===== config.mk =====
export PLATFORM = sky130hd
export DESIGN_NAME = ata_strobe_gen
export DESIGN_NICKNAME = d
export VERILOG_FILES = /design/src/rtl/ata_strobe_pkg.sv /design/src/rtl/ata_tw_latch.sv /design/src/rtl/ata_phase_cnt.sv /design/src/rtl/ata_phase_fsm.sv /design/src/rtl/ata_strobe_gen.sv
export SDC_FILE = /design/constraint.sdc
export NUM_CORES = 1
export LEC_CHECK = 0
export BUFFER_PORTS_ARGS = -buffer_cell sky130_fd_sc_hd__buf_2
export CAP_MARGIN = 40
export CORE_MARGIN = 1.5
export CORE_UTILIZATION = 52
export DETAILED_ROUTE_END_ITERATION = 12
export PLACE_DENSITY = 0.9
export SLEW_MARGIN = 0
export SYNTH_ARGS = -nofsm -noshare
export SYNTH_HDL_FRONTEND = slang
export SYNTH_SLANG_ARGS = --single-unit

===== constraint.sdc =====
create_clock -name clk -period 2.8 [get_ports clk]
set_input_delay 0.42 -clock clk [delete_from_list [all_inputs] [get_ports clk]]
set_output_delay 0.42 -clock clk [all_outputs]
set_load 0.01 [all_outputs]

===== src/rtl/ata_strobe_pkg.sv =====
// Package: field layout of the timing word, phase encoding and decode helpers
// shared by the strobe generator modules. Assumes a 32-bit timing word.
package ata_strobe_pkg;

    localparam int TW_W   = 32;
    localparam int HI_W   = 4;
    localparam int LO_W   = 5;
    localparam int PRE_W  = 3;
    localparam int UCYC_W = 3;

    // Field positions inside the timing word
    localparam int D_HI_LSB  = 0;
    localparam int D_LO_LSB  = 4;
    localparam int T_HI_LSB  = 9;
    localparam int T_LO_LSB  = 13;
    localparam int UCYC_LSB  = 18;
    localparam int U2X_BIT   = 21;
    localparam int D_PRE_LSB = 22;
    localparam int T_PRE_LSB = 25;
    localparam int UEN_BIT   = 28;
    localparam int DEN_BIT   = 29;
    localparam int BM_BIT    = 30;
    localparam int FEN_BIT   = 31;

    localparam int CNT_W_HL = (LO_W > HI_W) ? LO_W : HI_W;
    localparam int CNT_W    = (CNT_W_HL > PRE_W) ? CNT_W_HL : PRE_W;

    typedef enum logic [1:0] {
        PH_IDLE    = 2'd0,
        PH_SETUP   = 2'd1,
        PH_ACTIVE  = 2'd2,
        PH_RECOVER = 2'd3
    } phase_e;

    typedef struct packed {
        logic [PRE_W-1:0] pre;
        logic [LO_W-1:0]  lo;
        logic [HI_W-1:0]  hi;
    } phase_cfg_t;

    typedef struct packed {
        logic              fifo_en;
        logic              bm_en;
        logic              dma_en;
        logic              udma_en;
        logic              udma_2x;
        logic [UCYC_W-1:0] udma_cyc;
    } mode_t;

    // Pick the data-port or task-file phase counts out of a timing word
    function automatic phase_cfg_t pick_cfg(input logic [TW_W-1:0] w, input logic tf);
        phase_cfg_t c;
        if (tf) begin
            c.pre = w[T_PRE_LSB +: PRE_W];
            c.lo  = w[T_LO_LSB  +: LO_W];
            c.hi  = w[T_HI_LSB  +: HI_W];
        end else begin
            c.pre = w[D_PRE_LSB +: PRE_W];
            c.lo  = w[D_LO_LSB  +: LO_W];
            c.hi  = w[D_HI_LSB  +: HI_W];
        end
        return c;
    endfunction

    // Extract the exported mode and Ultra DMA fields
    function automatic mode_t pick_mode(input logic [TW_W-1:0] w);
        mode_t m;
        m.fifo_en  = w[FEN_BIT];
        m.bm_en    = w[BM_BIT];
        m.dma_en   = w[DEN_BIT];
        m.udma_en  = w[UEN_BIT];
        m.udma_2x  = w[U2X_BIT];
        m.udma_cyc = w[UCYC_LSB +: UCYC_W];
        return m;
    endfunction

endpackage


===== src/rtl/ata_tw_latch.sv =====
// Module: holds the timing word and access flags captured at acceptance.
// It provides the phase counts of the incoming request (used on the accepting
// edge) and of the captured request (used for later phases).
// Assumes cap_i is high only on an accepting cycle.
module ata_tw_latch
    import ata_strobe_pkg::*;
(
    input  logic             clk,
    input  logic             rst_n,
    input  logic             cap_i,
    input  logic [TW_W-1:0]  tword_i,
    input  logic             tf_i,
    input  logic             wr_i,
    input  logic             cont_i,
    output phase_cfg_t       cfg_in_o,
    output phase_cfg_t       cfg_q_o,
    output mode_t            mode_q_o,
    output logic             wr_q_o,
    output logic             cont_q_o
);

    logic [TW_W-1:0] word_q;
    logic            tf_q;

    // Capture the request attributes on acceptance, hold them otherwise
    always_ff @(posedge clk) begin
        if (!rst_n) begin
            word_q   <= '0;
            tf_q     <= 1'b0;
            wr_q_o   <= 1'b0;
            cont_q_o <= 1'b0;
        end else if (cap_i) begin
            word_q   <= tword_i;
            tf_q     <= tf_i;
            wr_q_o   <= wr_i;
            cont_q_o <= cont_i;
        end
    end

    // Decode incoming and captured phase counts plus exported fields
    always_comb begin
        cfg_in_o = pick_cfg(tword_i, tf_i);
        cfg_q_o  = pick_cfg(word_q, tf_q);
        mode_q_o = pick_mode(word_q);
    end


    cfg_capture_chk: assert property (@(posedge clk) disable iff (!rst_n)
        cap_i |=> (cfg_q_o == $past(cfg_in_o)));

endmodule


===== src/rtl/ata_phase_cnt.sv =====
// Module: down counter for the length of one phase. A load sets the counter
// to the field value; the phase ends in the cycle the count reads zero, so a
// phase lasts field value + 1 cycles. Assumes loads come only from the sequencer.
module ata_phase_cnt #(
    parameter int W = 5
) (
    input  logic         clk,
    input  logic         rst_n,
    input  logic         load_i,
    input  logic [W-1:0] val_i,
    output logic [W-1:0] cnt_o,
    output logic         zero_o
);

    // Load a new phase length or count the current one down to zero
    always_ff @(posedge clk) begin
        if (!rst_n)
            cnt_o <= '0;
        else if (load_i)
            cnt_o <= val_i;
        else if (cnt_o != '0)
            cnt_o <= cnt_o - 1'b1;
    end

    // Flag the last cycle of the phase
    always_comb zero_o = (cnt_o == '0);


    cnt_step_chk: assert property (@(posedge clk) disable iff (!rst_n)
        (!load_i && !zero_o) |=> (cnt_o == $past(cnt_o) - 1'b1));

endmodule


===== src/rtl/ata_phase_fsm.sv =====
// Module: phase sequencer. It accepts requests, steps through the setup,
// active and recovery phases, chains continuing bursts, and registers the
// two strobes. Assumes the counter reports zero in a phase's last cycle.
module ata_phase_fsm
    import ata_strobe_pkg::*;
(
    input  logic             clk,
    input  logic             rst_n,
    input  logic             req_i,
    input  logic             wr_i,
    input  phase_cfg_t       cfg_in_i,
    input  phase_cfg_t       cfg_q_i,
    input  logic             wr_q_i,
    input  logic             cont_q_i,
    input  logic             cnt_zero_i,
    output logic             ack_o,
    output logic             busy_o,
    output logic             done_o,
    output logic             load_o,
    output logic [CNT_W-1:0] load_val_o,
    output logic             rd_strb_n_o,
    output logic             wr_strb_n_o,
    output phase_e           state_o
);

    phase_e state_q, state_d;
    logic   ready;
    logic   last_rec;
    logic   wr_next;

    // Decode acceptance, next phase and the counter load for that phase
    always_comb begin
        last_rec   = (state_q == PH_RECOVER) && cnt_zero_i;
        ready      = (state_q == PH_IDLE) || (last_rec && cont_q_i);
        ack_o      = req_i && ready;
        state_d    = state_q;
        load_o     = 1'b0;
        load_val_o = '0;
        unique case (state_q)
            PH_IDLE: if (ack_o) begin
                state_d    = PH_SETUP;
                load_o     = 1'b1;
                load_val_o = CNT_W'(cfg_in_i.pre);
            end
            PH_SETUP: if (cnt_zero_i) begin
                state_d    = PH_ACTIVE;
                load_o     = 1'b1;
                load_val_o = CNT_W'(cfg_q_i.lo);
            end
            PH_ACTIVE: if (cnt_zero_i) begin
                state_d    = PH_RECOVER;
                load_o     = 1'b1;
                load_val_o = CNT_W'(cfg_q_i.hi);
            end
            PH_RECOVER: if (cnt_zero_i) begin
                if (ack_o) begin
                    state_d    = PH_ACTIVE;
                    load_o     = 1'b1;
                    load_val_o = CNT_W'(cfg_in_i.lo);
                end else begin
                    state_d    = PH_IDLE;
                end
            end
            default: state_d = PH_IDLE;
        endcase
        wr_next = ack_o ? wr_i : wr_q_i;
    end

    // Advance the phase register
    always_ff @(posedge clk) begin
        if (!rst_n) state_q <= PH_IDLE;
        else        state_q <= state_d;
    end

    // Register the strobes from the next phase so they change with the state
    always_ff @(posedge clk) begin
        if (!rst_n) begin
            rd_strb_n_o <= 1'b1;
            wr_strb_n_o <= 1'b1;
        end else begin
            rd_strb_n_o <= !((state_d == PH_ACTIVE) && !wr_next);
            wr_strb_n_o <= !((state_d == PH_ACTIVE) &&  wr_next);
        end
    end

    // Status drawn from the phase register
    always_comb begin
        busy_o  = (state_q != PH_IDLE);
        done_o  = last_rec;
        state_o = state_q;
    end


    one_strobe_chk: assert property (@(posedge clk) disable iff (!rst_n)
        !(!rd_strb_n_o && !wr_strb_n_o));


    idle_high_chk: assert property (@(posedge clk) disable iff (!rst_n)
        (state_q != PH_ACTIVE) |-> (rd_strb_n_o && wr_strb_n_o));


    done_pulse_chk: assert property (@(posedge clk) disable iff (!rst_n)
        done_o |=> !done_o);


    chain_skip_chk: assert property (@(posedge clk) disable iff (!rst_n)
        (ack_o && busy_o) |=> (state_q == PH_ACTIVE));

endmodule


===== src/rtl/ata_strobe_gen.sv =====
// Module: top of the ATA strobe timing generator. It ties the word latch,
// phase counter and sequencer together and exports the decoded mode fields.
// Assumes one request source and a single bus clock.
module ata_strobe_gen
    import ata_strobe_pkg::*;
(
    input  logic              clk,
    input  logic              rst_n,
    input  logic              req_i,
    input  logic              wr_i,
    input  logic              tf_i,
    input  logic              cont_i,
    input  logic [31:0]       tword_i,
    output logic              ack_o,
    output logic              busy_o,
    output logic              done_o,
    output logic              rd_strb_n_o,
    output logic              wr_strb_n_o,
    output logic [2:0]        udma_cyc_o,
    output logic              udma_2x_o,
    output logic              udma_en_o,
    output logic              dma_en_o,
    output logic              pio_bm_en_o,
    output logic              fifo_en_o
);

    phase_cfg_t       cfg_in, cfg_q;
    mode_t            mode_q;
    logic             wr_q, cont_q;
    logic             load;
    logic [CNT_W-1:0] load_val, cnt;
    logic             cnt_zero;
    phase_e           state;

    ata_tw_latch u_latch (
        .clk      (clk),
        .rst_n    (rst_n),
        .cap_i    (ack_o),
        .tword_i  (tword_i),
        .tf_i     (tf_i),
        .wr_i     (wr_i),
        .cont_i   (cont_i),
        .cfg_in_o (cfg_in),
        .cfg_q_o  (cfg_q),
        .mode_q_o (mode_q),
        .wr_q_o   (wr_q),
        .cont_q_o (cont_q)
    );

    ata_phase_cnt #(.W(CNT_W)) u_cnt (
        .clk    (clk),
        .rst_n  (rst_n),
        .load_i (load),
        .val_i  (load_val),
        .cnt_o  (cnt),
        .zero_o (cnt_zero)
    );

    ata_phase_fsm u_fsm (
        .clk         (clk),
        .rst_n       (rst_n),
        .req_i       (req_i),
        .wr_i        (wr_i),
        .cfg_in_i    (cfg_in),
        .cfg_q_i     (cfg_q),
        .wr_q_i      (wr_q),
        .cont_q_i    (cont_q),
        .cnt_zero_i  (cnt_zero),
        .ack_o       (ack_o),
        .busy_o      (busy_o),
        .done_o      (done_o),
        .load_o      (load),
        .load_val_o  (load_val),
        .rd_strb_n_o (rd_strb_n_o),
        .wr_strb_n_o (wr_strb_n_o),
        .state_o     (state)
    );

    // Drive the decoded mode fields of the captured word
    always_comb begin
        udma_cyc_o  = mode_q.udma_cyc;
        udma_2x_o   = mode_q.udma_2x;
        udma_en_o   = mode_q.udma_en;
        dma_en_o    = mode_q.dma_en;
        pio_bm_en_o = mode_q.bm_en;
        fifo_en_o   = mode_q.fifo_en;
    end


    act_cnt_bound_chk: assert property (@(posedge clk) disable iff (!rst_n)
        (state == PH_ACTIVE) |-> (cnt <= CNT_W'(cfg_q.lo)));


    busy_ack_chk: assert property (@(posedge clk) disable iff (!rst_n)
        (busy_o && !done_o) |-> !ack_o);

endmodule


Word-level counts from Yosys, hierarchy flattened
Cells that the tools add are included.
{"block": "op_classes", "add_sub_neg": 1, "n_eq_ne": 4, "n_mux": 21, "n_reduce_logical": 15}
{"cell": "two-way mux 5 bit", "n": 5}
{"cell": "case mux 5 bit (4 select lines)", "n": 1}
{"cell": "two-way mux 12 bit", "n": 1}
{"cell": "two-way mux 2 bit", "n": 5}
{"cell": "two-way mux 9 bit", "n": 1}
{"cell": "case mux 2 bit (4 select lines)", "n": 1}
{"cell": "== test 2 bit (second input constant)", "n": 3}
{"cell": "logical AND 1 bit", "n": 5}
{"cell": "zero test 5 bit", "n": 1}
{"cell": "nonzero test 5 bit", "n": 1}
{"cell": "subtractor 5 x 1 -> 5 bit (second input constant)", "n": 1}
{"cell": "two-way mux 1 bit", "n": 4}
{"cell": "two-way mux 4 bit", "n": 1}
{"cell": "nonzero test 2 bit", "n": 2}
{"cell": "zero test 1 bit", "n": 3}
{"cell": "two-way mux 3 bit", "n": 1}
{"cell": "case mux 1 bit (3 select lines)", "n": 1}
{"cell": "== test 2 x 1 -> 1 bit (second input constant)", "n": 1}
{"cell": "zero test 2 bit", "n": 1}
{"cell": "OR reduction 2 bit", "n": 1}
{"cell": "logical OR 1 bit", "n": 1}
{"block": "totals", "ff_bits": 44, "output_inout_bits": 13}

Depth between registers and ports, before layout
{"block": "logic_depth", "ltp_word": 11, "mapped_depth": 9, "depth_no_buf": 7}

Hierarchy
Synthesis repeated with hierarchy kept, for this count alone.
{"block": "hier_totals", "cells_unflattened": 244, "area_unflattened_um2": 2524.9}
{"mod": "ata_tw_latch", "instances": 1, "cells_each": 146, "area_per_inst_um2": 1697.9, "seq_area_each_um2": 700.7}
{"mod": "ata_phase_fsm", "instances": 1, "cells_each": 64, "area_per_inst_um2": 526.8, "seq_area_each_um2": 80.1}
{"mod": "ata_phase_cnt", "instances": 1, "cells_each": 34, "area_per_inst_um2": 300.3, "seq_area_each_um2": 100.1}

Worst setup path before layout
No wires, ideal clock.
{"block": "synth_timing", "path_kind": "register to output", "startpoint": "reg u_cnt.cnt_o[0]", "endpoint": "out ack_o", "arrival_time_ns": 1.582, "setup_slack_ns": 0.798, "path_stages_with_launch": 8, "n_path_buf": 2, "path_cell_list": "dfxtp_1 -> inv_1 -> ha_1 -> or4b_4 -> buf_6 -> o21a_4 -> clkinv_2 -> buf_2"}
{"block": "synth_between", "elab_chain_cells": 5}
{"element": "from (decl)", "line_no": "ata_phase_cnt.sv:11", "text": "output logic [W-1:0] cnt_o,"}
{"element": "from (signal assigned)", "line_no": "ata_phase_cnt.sv:20", "text": "cnt_o <= val_i;"}
{"element": "from (signal assigned)", "line_no": "ata_phase_cnt.sv:22", "text": "cnt_o <= cnt_o - 1'b1;"}
{"element": "zero test 5 bit", "line_no": "ata_phase_cnt.sv:26", "text": "always_comb zero_o = (cnt_o == '0);"}
{"element": "logical AND 1 bit", "line_no": "ata_phase_fsm.sv:33", "text": "last_rec = (state_q == PH_RECOVER) && cnt_zero_i;"}
{"element": "logical AND 1 bit", "line_no": "ata_phase_fsm.sv:34", "text": "ready = (state_q == PH_IDLE) || (last_rec && cont_q_i);"}
{"element": "logical OR 1 bit", "line_no": "ata_phase_fsm.sv:34"}
{"element": "logical AND 1 bit", "line_no": "ata_phase_fsm.sv:35", "text": "ack_o = req_i && ready;"}
{"element": "to (decl)", "line_no": "ata_strobe_gen.sv:14", "text": "output logic ack_o,"}
Every way passes these cells.

Final worst setup path
Same ends and word-level chain as after synthesis.

==> metrics.txt <==
initial antenna violation count 0; worst-skew pair later-pin latency roughly 0.29 ns; Critical Path AT 2.18 ns; fillers between 300 and 400; die area around 4200 sq um; Synthesis Warnings 0; worst setup path startpoint u_cnt.cnt_o[0]$_SDFFE_PN0P_; post-synthesis cell type count between 40 and 50; Final Wtd Congestion just over 0.9; Initial Utilization 54.2%; slowest CP cell or4b_4; VDD IR max 641 uV; post-synthesis register bit count 38; initial drt markers 90; placed cell count 324; Tightest Pin Transition approximately 0.64 ns; Core Footprint around 3700 sq um; commonest non-fill, non-tap cell in the layout nand2_1; Period Utilization, post-route 92.9%; Worst path depth 6; vias in the first global route approximately 1800; Congestion Overflow GR 0; Reg clk slew, reported paths ~0.070 ns; drt total wl approximately 4.5 mm; FF-to-FF End u_latch.word_q[19]$_SDFFE_PN0N_; die width 64.8 microns; setup slack, reg-to-reg 0.58 ns; die height around 65 microns; clk root buf clkbuf_8; CP Data Required Time 2.38 ns; Layout Nets ~330; Tmin final between 2 and 3 ns; Wirelength per Cell between 10 and 15 microns; Synth top area share 38.3%; Peak Freq about 0.38 GHz; total CTS buffers 5; final-report hold violation count 0; Worst slew margin between 50% and 60%; first-pass GRT wire length approximately 7.5 mm; largest net degree at the start of global routing 32; Ports 51; max cap viols 0; clock skew ~0.0007 ns; WS Path Type reg -> out; CTS sink cnt 38; H-tree depth 2; Pre-Repair DR Iteration Count 5; area grow syn2layout 15.9%; sequential share of the synthesized area approximately two fifths; Synth Area per Inst just over 8 sq um; unrepaired setup endpoints after global routing no; antenna-violating nets left 0; post-route insts no fill roughly 330; status complete, no violations; Pwr Density between 900 and 1000 nW/um^2; CP endpoint ack_o; # setup viols final 0; via count 1840; HPWL Detailed 3.24 mm; max-slew violations 0; drt via density between 5 and 6; Diodes inserted 0; Post-Syn Area approximately 2000 sq um; CP Cell Sequence inv_1 > ha_1 > or4b_4 > o21a_4 > inv_4 > buf_2; layout cells sized above 1 between 20% and 30%; CP endpoint kind output port; crit path max fanout 31; PortBufs 50; CTS tree yes; Post-CTS Hold Buffers 0; CP delay by family, top simple AND/OR/NAND/NOR gates; cell taking the most area after synthesis dfxtp_1; GRT Overall Usage between 20% and 30%; setup_tns 0 ns; CP max stage delay around 0.53 ns; largest cells by area after synthesis dfxtp_1 (38%), nand2_1 (12%), a21oi_1 (7.8%); worst hold slack ~0.33 ns; CP Launch Type register; site row count 22; R2R Path Start u_cnt.cnt_o[0]$_SDFFE_PN0P_; Post-Syn Instances 240; reg2reg path depth 8; CP bufs+invs 3; most frequent cells in the layout nand2_1 (62), buf_2 (50), dfxtp_1 (38); HP Class in -> reg; leak pwr just under 1 nW; Max Buffers Root-to-Sink 2; Mapped Nets 285; # DRC 0
per-layer routing:
metal / global-route usage (%) / part of all wire [%] / vias to the layer above
met5: 0 / 0 / -
met3: 5.38 / 5.4 / 10
met4: 11.2 / 2.2 / 0
met2: 37.8 / 47 / 62
li1: - / - / 922
met1: 28.7 / 45 / 846
cell type report:
cell class / count / area [sq um] / share of cell area, %
multi-input cells: 175 / 1090 / 47.2
flip-flops and latches: 38 / 761 / 33.1
repair buffers: 53 / 273 / 11.9
clock buffers: 6 / 72.6 / 3.16
well taps: 48 / 60.1 / 2.61
inverters: 10 / 40.0 / 1.74
clock inverters: 1 / 7.51 / 0.326
synthesized netlist by cell type:
library cell  number
o2111ai_1          1
dfxtp_1           38
a31o_2             2
nor4b_1            1
o21ai_0            2
o21a_4             1
or4_1              1
inv_1              9
buf_2              4
a31oi_1            3
nand4_1            2
o22ai_1            5
mux2i_1           13
nor3b_1            1
a221oi_1           1
o41ai_1            1
and2_1             2
ha_1               7
mux2_2             2
nand2b_1           1
a211oi_1           3
o21bai_1           1
o32ai_1            1
a311oi_2           1
and3_1             1
clkinv_2           1
a21o_1             2
nand2_1           62
o211ai_1           3
nor2_1             8
nor3_1             1
or4b_4             1
xnor2_1            2
nand3_1            3
nand3_2            1
buf_6              2
nor4_1             1
mux4_2             2
clkbuf_1           7
buf_4              4
a32oi_1            3
a21oi_1           31
xor2_1             2
power by group:
group | total (mW) | internal (mW) | switching (mW)
Sequential | 0.753 | 0.665 | 0.0885
Clock | 0.359 | 0.171 | 0.188
Combinational | 1.09 | 0.446 | 0.644
state kept, by name, indices dropped and copies added, names as in the netlist:
name               count
u_cnt.cnt_o            5
u_fsm.rd_strb_n_o      1
u_fsm.state_o          2
u_fsm.wr_strb_n_o      1
u_latch.cont_q_o       1
u_latch.tf_q           1
u_latch.word_q        26
u_latch.wr_q_o         1
logic make-up (layout without fill, tap and decap cells):
family                     Yosys count  after routing  synth area share, %
muxes                               17             17                 9.96
and+or+nand+nor                     86             86                 18.9
adders and majority gates            7              7                 4.41
DFF                                 38             38                 38.3
AOI/OAI and AO/OA                   61             61                 19.7
buffers and inverters               27             70                 6.94
xor gates and xnor gates             4              4                 1.77
worst min-delay path by stage:
stage | from | endpoint | slack, ns | cells after the start
floorplan | u_latch.word_q[0]$_SDFFE_PN0N_ | u_latch.word_q[0]$_SDFFE_PN0N_ | 0.43 | 2
global placement | u_latch.word_q[10]$_SDFFE_PN0N_ | u_latch.word_q[10]$_SDFFE_PN0N_ | 0.44 | 2
detailed placement | u_latch.word_q[18]$_SDFFE_PN0N_ | u_latch.word_q[18]$_SDFFE_PN0N_ | 0.44 | 2
CTS | rst_n | u_fsm.wr_strb_n_o$_SDFF_PN1_ | 0.33 | 2
global route | rst_n | u_fsm.wr_strb_n_o$_SDFF_PN1_ | 0.34 | 2
finish | rst_n | u_fsm.wr_strb_n_o$_SDFF_PN1_ | 0.33 | 2
per-stage QoR:
stage | instance area, sq um | utilization [%] | total power, mW | setup slack, ns
3_5_place_dp | 2220 | 60.6 | 1.84 | 0.488
3_3_place_gp | 2220 | 60.6 | 1.82 | 0.525
5_1_grt | 2300 | 62.8 | 2.39 | 0.102
6_report | 2300 | 62.8 | 2.20 | 0.198
2_1_floorplan | 1980 | - | 1.63 | 0.798
4_1_cts | 2300 | 62.8 | 2.19 | 0.164
what timing repair did:
action	4_1_cts	5_1_grt
resized for setup	0	1
endpoints found under the setup margin	0	1
setup buffers	0	0
Power figures use the tool's default switching activity.
